==> config.mk <==
export PLATFORM = sky130hd
export DESIGN_NAME = uart_rx_core
export DESIGN_NICKNAME = d
export VERILOG_FILES = /design/src/rtl/uart_rx_pkg.sv /design/src/rtl/uart_rx_front.sv /design/src/rtl/uart_rx_lowtimer.sv /design/src/rtl/uart_rx_chartimer.sv /design/src/rtl/uart_rx_baud.sv /design/src/rtl/uart_rx_frame.sv /design/src/rtl/uart_rx_core.sv
export SDC_FILE = /design/constraint.sdc
export NUM_CORES = 1
export LEC_CHECK = 0
export CAP_MARGIN = 40
export CORE_MARGIN = 2
export CORE_UTILIZATION = 50
export DETAILED_ROUTE_END_ITERATION = 10
export GPL_TIMING_DRIVEN = 0
export HOLD_SLACK_MARGIN = 0.15
export PLACE_DENSITY_LB_ADDON = 0.2
export RECOVER_POWER = 25
export SLEW_MARGIN = 5
export SYNTH_ARGS = -nofsm -noshare
export SYNTH_HDL_FRONTEND = slang
export SYNTH_SLANG_ARGS = --single-unit
==> constraint.sdc <==
create_clock -name clk -period 3.6 [get_ports clk]
set_input_delay 0.36 -clock clk [delete_from_list [all_inputs] [get_ports clk]]
set_output_delay 0.36 -clock clk [all_outputs]
set_load 0.05 [all_outputs]
==> src/rtl/uart_rx_pkg.sv <==
package uart_rx_pkg;

  localparam int unsigned DATA_MAX = 8;

  typedef enum logic [2:0] {
    RX_IDLE,
    RX_START,
    RX_DATA,
    RX_PAR,
    RX_STOP,
    RX_HOLD,
    RX_BRKEND
  } rx_state_e;

  typedef struct packed {
    logic [1:0] len;
    logic       par_en;
    logic       par_even;
    logic       par_stick;
    logic       two_stop;
  } rx_fmt_t;

  typedef struct packed {
    logic                brk;
    logic                perr;
    logic                ferr;
    logic [DATA_MAX-1:0] data;
  } rx_word_t;

  // bit periods in one character: start + data + parity + stop(s)
  function automatic logic [3:0] frame_bits(rx_fmt_t f);
    return 4'd7 + {2'b00, f.len} + {3'b000, f.par_en} + {3'b000, f.two_stop};
  endfunction

endpackage

==> src/rtl/uart_rx_front.sv <==
module uart_rx_front #(
  parameter int unsigned STAGES = 2
) (
  input  logic clk,
  input  logic rst_n,
  input  logic rx_pin,
  input  logic loop_en,
  input  logic loop_src,
  output logic rx_s
);

  logic line_sel;
  logic [STAGES-1:0] chain;

  assign line_sel = loop_en ? loop_src : rx_pin;

  generate
    if (STAGES == 1) begin : g_one
      always_ff @(posedge clk) begin
        if (!rst_n) chain <= '1;
        else        chain <= line_sel;
      end
    end else begin : g_many
      always_ff @(posedge clk) begin
        if (!rst_n) chain <= '1;
        else        chain <= {chain[STAGES-2:0], line_sel};
      end
    end
  endgenerate

  assign rx_s = chain[STAGES-1];

endmodule

==> src/rtl/uart_rx_lowtimer.sv <==
module uart_rx_lowtimer #(
  parameter int unsigned W = 10
) (
  input  logic         clk,
  input  logic         rst_n,
  input  logic         tick,
  input  logic         rx_s,
  input  logic [W-1:0] limit,
  output logic         brk_line
);

  logic [W-1:0] low_cnt;

  always_ff @(posedge clk) begin
    if (!rst_n)                       low_cnt <= '0;
    else if (rx_s)                    low_cnt <= '0;
    else if (tick && low_cnt != '1)   low_cnt <= low_cnt + W'(1);
  end

  assign brk_line = (low_cnt >= limit) && (limit != '0);

endmodule

==> src/rtl/uart_rx_chartimer.sv <==
module uart_rx_chartimer #(
  parameter int unsigned W = 10
) (
  input  logic         clk,
  input  logic         rst_n,
  input  logic         tick,
  input  logic         restart,
  input  logic [W-1:0] period,
  output logic         pulse
);

  logic [W-1:0] cnt;

  always_ff @(posedge clk) begin
    if (!rst_n) begin
      cnt   <= '0;
      pulse <= 1'b0;
    end else begin
      pulse <= 1'b0;
      if (restart) begin
        cnt <= '0;
      end else if (tick) begin
        if (cnt >= period - W'(1)) begin
          cnt   <= '0;
          pulse <= 1'b1;
        end else begin
          cnt <= cnt + W'(1);
        end
      end
    end
  end

endmodule

==> src/rtl/uart_rx_baud.sv <==
module uart_rx_baud #(
  parameter bit ENABLE = 1'b1
) (
  input  logic clk,
  input  logic rst_n,
  input  logic tick,
  output logic baud
);

  generate
    if (ENABLE) begin : g_on
      always_ff @(posedge clk) begin
        if (!rst_n) baud <= 1'b0;
        else        baud <= tick;
      end
    end else begin : g_off
      assign baud = 1'b0;
    end
  endgenerate

endmodule

==> src/rtl/uart_rx_frame.sv <==
module uart_rx_frame
  import uart_rx_pkg::*;
#(
  parameter int unsigned OVS = 16
) (
  input  logic     clk,
  input  logic     rst_n,
  input  logic     tick,
  input  logic     rx_s,
  input  rx_fmt_t  fmt,
  input  logic     brk_line,
  output logic     push,
  output rx_word_t word
);

  localparam int unsigned SUB_W = $clog2(OVS);
  localparam logic [SUB_W-1:0] MID  = SUB_W'(OVS / 2 - 1);
  localparam logic [SUB_W-1:0] LAST = SUB_W'(OVS - 1);

  rx_state_e           state;
  logic [SUB_W-1:0]    sub;
  logic [2:0]          bitn;
  logic [DATA_MAX-1:0] shreg;
  logic                par_acc;
  logic                perr_q;
  logic [2:0]          last_bit;
  logic                exp_par;

  assign last_bit = 3'd4 + {1'b0, fmt.len};
  assign exp_par  = fmt.par_stick ? ~fmt.par_even
                  : (fmt.par_even ? par_acc : ~par_acc);

  always_ff @(posedge clk) begin
    if (!rst_n) begin
      state   <= RX_IDLE;
      sub     <= '0;
      bitn    <= '0;
      shreg   <= '0;
      par_acc <= 1'b0;
      perr_q  <= 1'b0;
      push    <= 1'b0;
      word    <= '0;
    end else begin
      push <= 1'b0;
      case (state)
        RX_IDLE: begin
          if (tick && !rx_s) begin
            state <= RX_START;
            sub   <= '0;
          end
        end
        RX_START: begin
          if (tick) begin
            if (sub == MID) begin
              if (rx_s) begin
                state <= RX_IDLE;
              end else begin
                state   <= RX_DATA;
                sub     <= '0;
                bitn    <= '0;
                shreg   <= '0;
                par_acc <= 1'b0;
                perr_q  <= 1'b0;
              end
            end else begin
              sub <= sub + SUB_W'(1);
            end
          end
        end
        RX_DATA: begin
          if (tick) begin
            if (sub == LAST) begin
              sub         <= '0;
              shreg[bitn] <= rx_s;
              par_acc     <= par_acc ^ rx_s;
              bitn        <= bitn + 3'd1;
              if (bitn == last_bit) state <= fmt.par_en ? RX_PAR : RX_STOP;
            end else begin
              sub <= sub + SUB_W'(1);
            end
          end
        end
        RX_PAR: begin
          if (tick) begin
            if (sub == LAST) begin
              sub    <= '0;
              perr_q <= (rx_s != exp_par);
              state  <= RX_STOP;
            end else begin
              sub <= sub + SUB_W'(1);
            end
          end
        end
        RX_STOP: begin
          if (tick) begin
            if (sub == LAST) begin
              sub <= '0;
              if (rx_s) begin
                push       <= 1'b1;
                word.brk   <= 1'b0;
                word.perr  <= perr_q;
                word.ferr  <= 1'b0;
                word.data  <= shreg;
                state      <= RX_IDLE;
              end else begin
                state <= RX_HOLD;
              end
            end else begin
              sub <= sub + SUB_W'(1);
            end
          end
        end
        RX_HOLD: begin
          if (brk_line) begin
            push      <= 1'b1;
            word.brk  <= 1'b1;
            word.perr <= 1'b0;
            word.ferr <= 1'b1;
            word.data <= '0;
            state     <= RX_BRKEND;
          end else if (rx_s) begin
            push      <= 1'b1;
            word.brk  <= 1'b0;
            word.perr <= perr_q;
            word.ferr <= 1'b1;
            word.data <= shreg;
            state     <= RX_IDLE;
          end
        end
        RX_BRKEND: begin
          if (rx_s) state <= RX_IDLE;
        end
        default: state <= RX_IDLE;
      endcase
    end
  end

endmodule

==> src/rtl/uart_rx_core.sv <==
module uart_rx_core
  import uart_rx_pkg::*;
#(
  parameter int unsigned SYNC_STAGES  = 2,
  parameter int unsigned OVS          = 16,
  parameter int unsigned TMR_W        = 10,
  parameter bit          HAS_BAUD_OUT = 1'b1
) (
  input  logic       clk,
  input  logic       rst_n,
  input  logic       tick16,
  input  logic       rx_pin,
  input  logic       loop_en,
  input  logic       loop_src,
  input  logic [1:0] cfg_len,
  input  logic       cfg_par_en,
  input  logic       cfg_par_even,
  input  logic       cfg_par_stick,
  input  logic       cfg_two_stop,
  output logic       rx_push,
  output logic [7:0] rx_data,
  output logic       rx_brk,
  output logic       rx_perr,
  output logic       rx_ferr,
  output logic       line_brk,
  output logic       rto_tick,
  output logic       baud_out
);

  localparam int unsigned OVS_SH = $clog2(OVS);

  rx_fmt_t          fmt;
  rx_word_t         word;
  logic             rx_s;
  logic [3:0]       bits;
  logic [TMR_W-1:0] char_ticks;
  logic [TMR_W-1:0] brk_limit;

  assign fmt.len       = cfg_len;
  assign fmt.par_en    = cfg_par_en;
  assign fmt.par_even  = cfg_par_even;
  assign fmt.par_stick = cfg_par_stick;
  assign fmt.two_stop  = cfg_two_stop;

  assign bits       = frame_bits(fmt);
  assign char_ticks = TMR_W'(bits) << OVS_SH;
  assign brk_limit  = TMR_W'(bits) << (OVS_SH + 1);

  uart_rx_front #(.STAGES(SYNC_STAGES)) u_front (
    .clk(clk), .rst_n(rst_n), .rx_pin(rx_pin),
    .loop_en(loop_en), .loop_src(loop_src), .rx_s(rx_s)
  );

  uart_rx_lowtimer #(.W(TMR_W)) u_low (
    .clk(clk), .rst_n(rst_n), .tick(tick16), .rx_s(rx_s),
    .limit(brk_limit), .brk_line(line_brk)
  );

  uart_rx_frame #(.OVS(OVS)) u_frame (
    .clk(clk), .rst_n(rst_n), .tick(tick16), .rx_s(rx_s),
    .fmt(fmt), .brk_line(line_brk), .push(rx_push), .word(word)
  );

  uart_rx_chartimer #(.W(TMR_W)) u_char (
    .clk(clk), .rst_n(rst_n), .tick(tick16), .restart(rx_push),
    .period(char_ticks), .pulse(rto_tick)
  );

  uart_rx_baud #(.ENABLE(HAS_BAUD_OUT)) u_baud (
    .clk(clk), .rst_n(rst_n), .tick(tick16), .baud(baud_out)
  );

  assign rx_data = word.data;
  assign rx_brk  = word.brk;
  assign rx_perr = word.perr;
  assign rx_ferr = word.ferr;

endmodule

==> results of run 1 <==
[cell usage in the layout (no fill, tap or decap), types with 3 or more instances in the layout]
cell type        synthesis  routed
a21boi_0                 4       4
a21o_1                   3       3
a21oi_1                 21      21
a31oi_1                  4       4
and2_1                   4       3
and3_1                   3       3
buf_2                    5       5
buf_4                    1       5
buf_6                    2       3
clkbuf_1                 7       7
clkbuf_8                 0       5
clkdlybuf4s50_1          0      11
dfxtp_1                 56      56
dlygate4sd3_1            0      13
ha_1                    20      18
inv_1                   19      19
mux2i_1                  9       9
nand2_1                 46      45
nand2_2                  3       4
nand2b_1                 7       7
nand3_1                 22      21
nand4_1                  4       4
nor2_1                  30      29
nor2b_1                 10      10
nor3_1                   6       7
nor3_2                   4       4
nor3b_1                  3       3
o211ai_1                 4       4
o21ai_0                 11      11
xnor2_1                 11      11
xor2_1                  11      10
[registers in the layout (all words and copies together), names as in the netlist, 2 cells and up]
signal	count
u_low.low_cnt	10
u_frame.sub	4
u_frame.state	3
u_frame.word	11
u_front.chain	2
u_frame.shreg	8
u_frame.bitn	3
u_char.cnt	10
[worst paths after layout]
check | start | end | slack [ps] | cells after the start
setup / recovery | cfg_two_stop | line_brk | 160 | 14
hold / removal | u_front.chain[0] | u_front.chain[1] | 420 | 1
setup reg to reg | u_frame.sub[0] | u_frame.shreg[3] | 1330 | 6
hold reg to reg | u_front.chain[0] | u_front.chain[1] | 420 | 1
[Yosys cell counts, types with 2 or more instances]
library cell  number
nor3_2             4
nand2b_1           7
a21o_1             3
nand3b_1           2
o211ai_1           4
a21oi_1           21
or3_1              2
clkbuf_1           7
xnor2_1           11
o211a_1            2
nor3b_1            3
a211oi_1           2
mux2i_1            9
buf_6              2
inv_1             19
o41ai_1            3
nor2_1            30
o21ai_0           11
xor2_1            11
a21boi_0           4
dfxtp_1           56
and2_1             4
buf_2              5
nand4_1            4
and3_1             3
nor2b_1           10
a31oi_1            4
nand3_1           22
nand2_1           46
o311a_1            2
ha_1              20
nor3b_2            2
o22ai_1            2
nand2_2            3
o31ai_1            2
nor3_1             6
o21a_1             2
[power breakdown]
part / internal [mW] / switching, mW / leakage, nW
clock: 0.142 / 0.226 / 0.0423
combinational: 0.0723 / 0.0984 / 0.939
sequential: 0.626 / 0.00542 / 0.452
total: 0.840 / 0.329 / 1.43
[per-stage QoR]
| step | hold slack (ps) | cells | TNS [ps] |
|---|---|---|---|
| after floorplan | 386 | 379 | 0 |
| after global placement | 393 | 482 | -3280 |
| after detailed placement | 394 | 482 | -5260 |
| after CTS | 418 | 491 | 0 |
| after global routing | 426 | 494 | -33.5 |
| final | 416 | 494 | 0 |
[routing by layer]
layer	vias to the layer above	GRT usage	part of all wire
met3	12	0.0334	0.051
met1	1276	0.262	0.47
li1	1399	-	-
met4	0	0.0620	0.018
met5	-	0	0
met2	77	0.323	0.46
[cells by family (layout without fill, tap and decap cells)]
| group | after synthesis | after routing |
|---|---|---|
| buf+inv | 36 | 74 |
| compound gates | 76 | 76 |
| xor+xnor | 22 | 22 |
| flops | 56 | 56 |
| simple gates | 159 | 159 |
| fa+ha+maj | 21 | 21 |
| mux | 9 | 9 |
[final cells by class]
| class | instances | area (sq um) |
|---|---|---|
| Inverter | 20 | 75.1 |
| Timing Repair Buffer | 30 | 290 |
| Buffer | 16 | 88.8 |
| Clock inverter | 3 | 26.3 |
| Tap cell | 77 | 96.3 |
| Multi-Input combinational cell | 287 | 1990 |
| Fill cell | 566 | 2560 |
| Clock buffer | 5 | 68.8 |
| Sequential cell | 56 | 1120 |
[repair_timing]
action | in CTS | in global routing
pin swaps | 2 | 3
resized for setup | 10 | 8
gates cloned | 0 | 0
setup endpoints to repair | 4 | 10
buffers inserted | 1 | 3
==> metrics.csv, run 1 <==
stage,metric,value,unit
run_status,status,"finished, final reports clean",
sta,"Setup violations, final",0,
setup_path,family with the most delay on the worst path,adder cells,
drt,Via density,5.60,
cells_and_area,share of cells above drive strength 1,0.125,
setup_path,critical path cell sequence,clkdlybuf4s50_1 -> inv_1 -> ha_1 -> inv_1 -> ha_1 -> inv_1 -> fa_2 -> xor2_2 -> inv_1 -> ha_1 -> nand3_2 -> o211ai_1 -> a2bb2oi_2 -> buf_6,
drt,first-iteration detailed-routing DRC count,199,
cts,CTS tree,built,
power_and_ir_drop,static leakage,1.43,nW
setup_path,"Arr. time, crit path",3080,ps
sta,Slew HR,0.534,
yosys,register area share after synthesis,0.346,
yosys,"EDFF count, synth",0,
placement,Final GP Congestion,0.902,
yosys,"Cell Area, Synth",0.00324,sq mm
cts,CTS Buf Count,5,
cells_and_area,fin util,0.595,
cts,H-Tree Depth,2,
sta,setup ws final,155,ps
yosys,Synth top area share,0.346,
drt,DRC viols,0,
floorplan,Core Region,0.00631,sq mm
sta,clock skew,9.40,ps
yosys,Mean Syn Cell Area,8.54,sq um
cells_and_area,design area,0.00376,sq mm
global_routing,total gr overflow,0,
floorplan,FP Rows,29,
yosys,"top cells by area, synth","dfxtp_1, ha_1, nand2_1",
cts,Skew-Pair Late Insertion Delay,320,ps
cts,Hold Buf Count CTS,0,
yosys,count of cell types in the netlist,66,
power_and_ir_drop,Max IR drop VDD,0.196,mV
floorplan,chip height,84.5,microns
placement,pre-CTS setup slack,-776,ps
yosys,yosys warns,0,
global_routing,gr usage total,0.195,
floorplan,die width,84.5,microns
global_routing,first-pass GRT wire length,11400,microns
yosys,Synth Area in XOR/XNOR,0.0595,
setup_path,kind of critical path,in2out,
cts,CTS Buffer Depth,2,
floorplan,initial core utilization,0.513,
cells_and_area,nets,449,
job,max-cap violation count,0,
setup_path,cell mode on critical path,inv_1,
power_and_ir_drop,pwr/cell area,311,mW/mm^2
yosys,adder-cell area share of the yosys netlist,0.0835,
setup_path,Critical Path End Type,primary output,
sta,Hold Fails Final Rpt,0,
drt,WL per Instance,13.6,microns
yosys,Post-synth top flop,dfxtp_1,
yosys,Synth Instances,379,
yosys,Post-Synth Simple-Gate Area,0.267,
cts,clk sinks,56,
cts,clk root buf,clkbuf_8,
setup_path,worst stage delay on the critical path,450,ps
sta,pin slew with the least headroom to its limit,693,ps
setup_path,Slowest cell on crit path,clkdlybuf4s50_1,
drt,WL final,6730,microns
power_and_ir_drop,Design Power,1.17,mW
sta,Fmax,290,MHz
yosys,"FF+latch count, synth",56,
drt,detailed-route via count,2764,
placement,Detail Placement HPWL,4840,microns
yosys,largest family of logic cells by synthesized area,simple AND/OR/NAND/NOR gates,
sta,Final Max Tran Viols,0,
yosys,Yosys top cell by area,dfxtp_1,
floorplan,# IOs,27,
sta,min cycle time layout,3440,ps
cts,Clock transition at path regs,100,ps
placement,dpl cell area,0.00359,sq mm
yosys,Synth Area in Compound Gates,0.165,
worst_hold_path,HP Class,reg2reg,
drt,ANT nets after route,0,
yosys,"Net Count, Synth",412,
setup_path,Worst Path Required,3240,ps
drt,Initial DRT Pass Iterations,5,
setup_path,CP Buf/Inv Count,6,
yosys,mux contribution to synthesized area,0.0278,
global_routing,vias in the first global route,2477,
sta,Final period util,0.957,
global_routing,initial antenna violation count,0,
setup_path,Crit Path Max Fanout,3,
global_routing,largest net degree at the start of global routing,20,
setup_path,Setup crit start kind,input pin,
cells_and_area,P&R area growth vs syn,16.1,%
floorplan,Die Area,0.00713,sq mm
yosys,asr flop ratio synth,0,
placement,port buffer count,26,
cells_and_area,Ant. Diodes,0,
No activity file was read; power rests on OpenSTA's default activity.
==> run 2: changes to the inputs <==
- HOLD_SLACK_MARGIN: 0.15 -> 0.12
- PLACE_DENSITY: default -> 0.7
- PLACE_DENSITY_LB_ADDON: 0.2 -> default
==> metrics.csv, run 2 (synthesis results as in run 1) <==
stage,metric,value,unit,change
global_routing,largest net degree at the start of global routing,19,,-5.0%
power_and_ir_drop,Design Power,1.16,mW,-1.1%
floorplan,Core Region,0.00631,sq mm,unchanged
setup_path,"Arr. time, crit path",3050,ps,-30 ps
sta,Final period util,0.947,,-0.0101
drt,first-iteration detailed-routing DRC count,233,,+17%
sta,Hold Fails Final Rpt,0,,unchanged
cells_and_area,Largest regs,"u_frame.word (11), u_char.cnt (10), u_low.low_cnt (10)",,
run_status,status,"finished, final reports clean",,
sta,Fmax,293,MHz,+1.1%
job,max-cap violation count,0,,unchanged
cts,CTS Buf Count,5,,unchanged
floorplan,FP Rows,29,,unchanged
power_and_ir_drop,static leakage,1.44,nW,+0.49%
power_and_ir_drop,Cell Int Power,0.839,mW,-0.13%
cells_and_area,share of cells above drive strength 1,0.122,,-0.00240
cts,CTS Buffer Depth,2,,unchanged
sta,pin slew with the least headroom to its limit,670,ps,-23.2 ps
sta,RSZ-0062 raised after global routing,false,,
cells_and_area,Largest register FFs,11,,unchanged
global_routing,first-pass GRT wire length,11600,microns,+1.6%
cts,H-Tree Depth,2,,unchanged
setup_path,Crit Path Max Fanout,3,,unchanged
power_and_ir_drop,clock power share,0.305,,-0.009
floorplan,die width,84.5,microns,unchanged
floorplan,initial core utilization,0.513,,unchanged
drt,DRC viols,0,,unchanged
floorplan,chip height,84.5,microns,unchanged
cells_and_area,largest reg by FF count,u_frame.word,,
cells_and_area,nets,449,,unchanged
global_routing,gr usage total,0.196,,+0.000772
power_and_ir_drop,reported net switching power,0.317,mW,-3.7%
placement,Final GP Congestion,0.937,,+3.9%
placement,Detail Placement HPWL,4840,microns,about the same
sta,setup ws final,192,ps,+36.4 ps
placement,pre-CTS setup slack,-791,ps,-15.2 ps
cts,clk root buf,clkbuf_8,,
cts,clk sinks,56,,unchanged
setup_path,Worst Path Required,3240,ps,about the same
cts,Skew-Pair Late Insertion Delay,310,ps,about the same
sta,Final Max Tran Viols,0,,unchanged
drt,ANT nets after route,0,,unchanged
setup_path,Setup crit start kind,input pin,,
power_and_ir_drop,Comb power frac,0.149,,+0.003
floorplan,Die Area,0.00713,sq mm,unchanged
power_and_ir_drop,Seq pwr share,0.546,,+0.006
drt,WL per Instance,13.5,microns,-0.77%
sta,"Setup violations, final",0,,unchanged
cells_and_area,Ant. Diodes,0,,unchanged
sta,clock skew,5.78,ps,-3.62 ps
drt,detailed-route via count,2726,,-1.4%
drt,Via density,5.52,,-1.4%
floorplan,# IOs,27,,unchanged
drt,Initial DRT Pass Iterations,4,,-1
cts,Hold Buf Count CTS,0,,unchanged
sta,Slew HR,0.550,,+0.0156
placement,placed cells,482,,unchanged
power_and_ir_drop,Max IR drop VDD,0.187,mV,-4.9%
cts,Clock transition at path regs,100,ps,about the same
setup_path,kind of critical path,in2out,,
power_and_ir_drop,Sw Share,0.274,,-0.00739
worst_hold_path,HP Class,reg2reg,,
global_routing,initial antenna violation count,0,,unchanged
setup_path,Critical Path End Type,primary output,,
global_routing,total gr overflow,0,,unchanged
cells_and_area,most frequent cells in the layout,"dfxtp_1, nand2_1, nor2_1",,
power_and_ir_drop,pwr/cell area,308,mW/mm^2,-1.2%
cts,CTS tree,built,,
cells_and_area,P&R area growth vs syn,16.1,%,about the same
sta,min cycle time layout,3410,ps,-36.4 ps
drt,WL final,6680,microns,-0.77%
placement,port buffer count,26,,unchanged
global_routing,vias in the first global route,2528,,+2.1%
cells_and_area,fin cells,494,,unchanged
cells_and_area,"commonest non-fill, non-tap cell in the layout",dfxtp_1,,
## run 2: what timing repair did
item / 4_1_cts / 5_1_grt
setup endpoints to repair: 1 / 9
setup buffers: 2 / 2
gates resized for setup: 9 / 9
pin swaps: 2 / 4
## run 2: area by class of cell
cell class,instances,area (sq um)
fill,569,2550
multi-input combinational,287,2000
sequential,56,1120
timing repair buffer,30,290
tap,77,96.3
buffer,16,88.8
inverter,20,75.1
clock buffer,5,68.8
clock inverter,3,21.3
## run 2: critical path, stage by stage
cell             delay (ps)
clkdlybuf4s50_1         450
inv_1                    40
ha_1                    260
inv_1                    60
ha_1                    140
inv_1                    60
fa_2                    400
xor2_4                  200
inv_2                    70
ha_4                    270
nand3_2                  90
o211ai_1                250
a2bb2oi_2               220
buf_6                   190
## run 2: final timing paths
check,startpoint,to,slack [ps],depth (start not counted)
setup / recovery,cfg_two_stop,line_brk,190,14
hold / removal,u_front.chain[0],u_front.chain[1],430,1
setup reg to reg,u_frame.sub[0],u_frame.shreg[1],1350,6
hold reg to reg,u_front.chain[0],u_front.chain[1],430,1
## run 2: through the flow
step	hold slack (ps)	util	TNS (ps)	area, sq um
3_5_place_dp	403	0.569	-4670	3590
5_1_grt	467	0.595	0	3760
2_1_floorplan	386	-	0	3240
3_3_place_gp	392	0.569	-3250	3590
6_report	425	0.595	0	3760
4_1_cts	429	0.587	0	3710
## run 2: power groups by stage
stage	Sequential [mW]	Clock, mW	Combinational (mW)
2_1_floorplan	0.646	0	0.112
3_3_place_gp	0.646	0	0.156
3_5_place_dp	0.645	0	0.159
4_1_cts	0.631	0.371	0.164
5_1_grt	0.633	0.391	0.191
6_report	0.631	0.353	0.172
## run 2: per-layer routing
metal / vias up / part of all wire / global-route usage / wire length (microns)
met1: 1272 / 0.47 / 0.264 / 3170
met5: - / 0 / 0 / 0
met4: 0 / 0.0097 / 0.0447 / 65
met3: 6 / 0.035 / 0.0334 / 236
met2: 45 / 0.48 / 0.331 / 3200
li1: 1403 / - / - / -
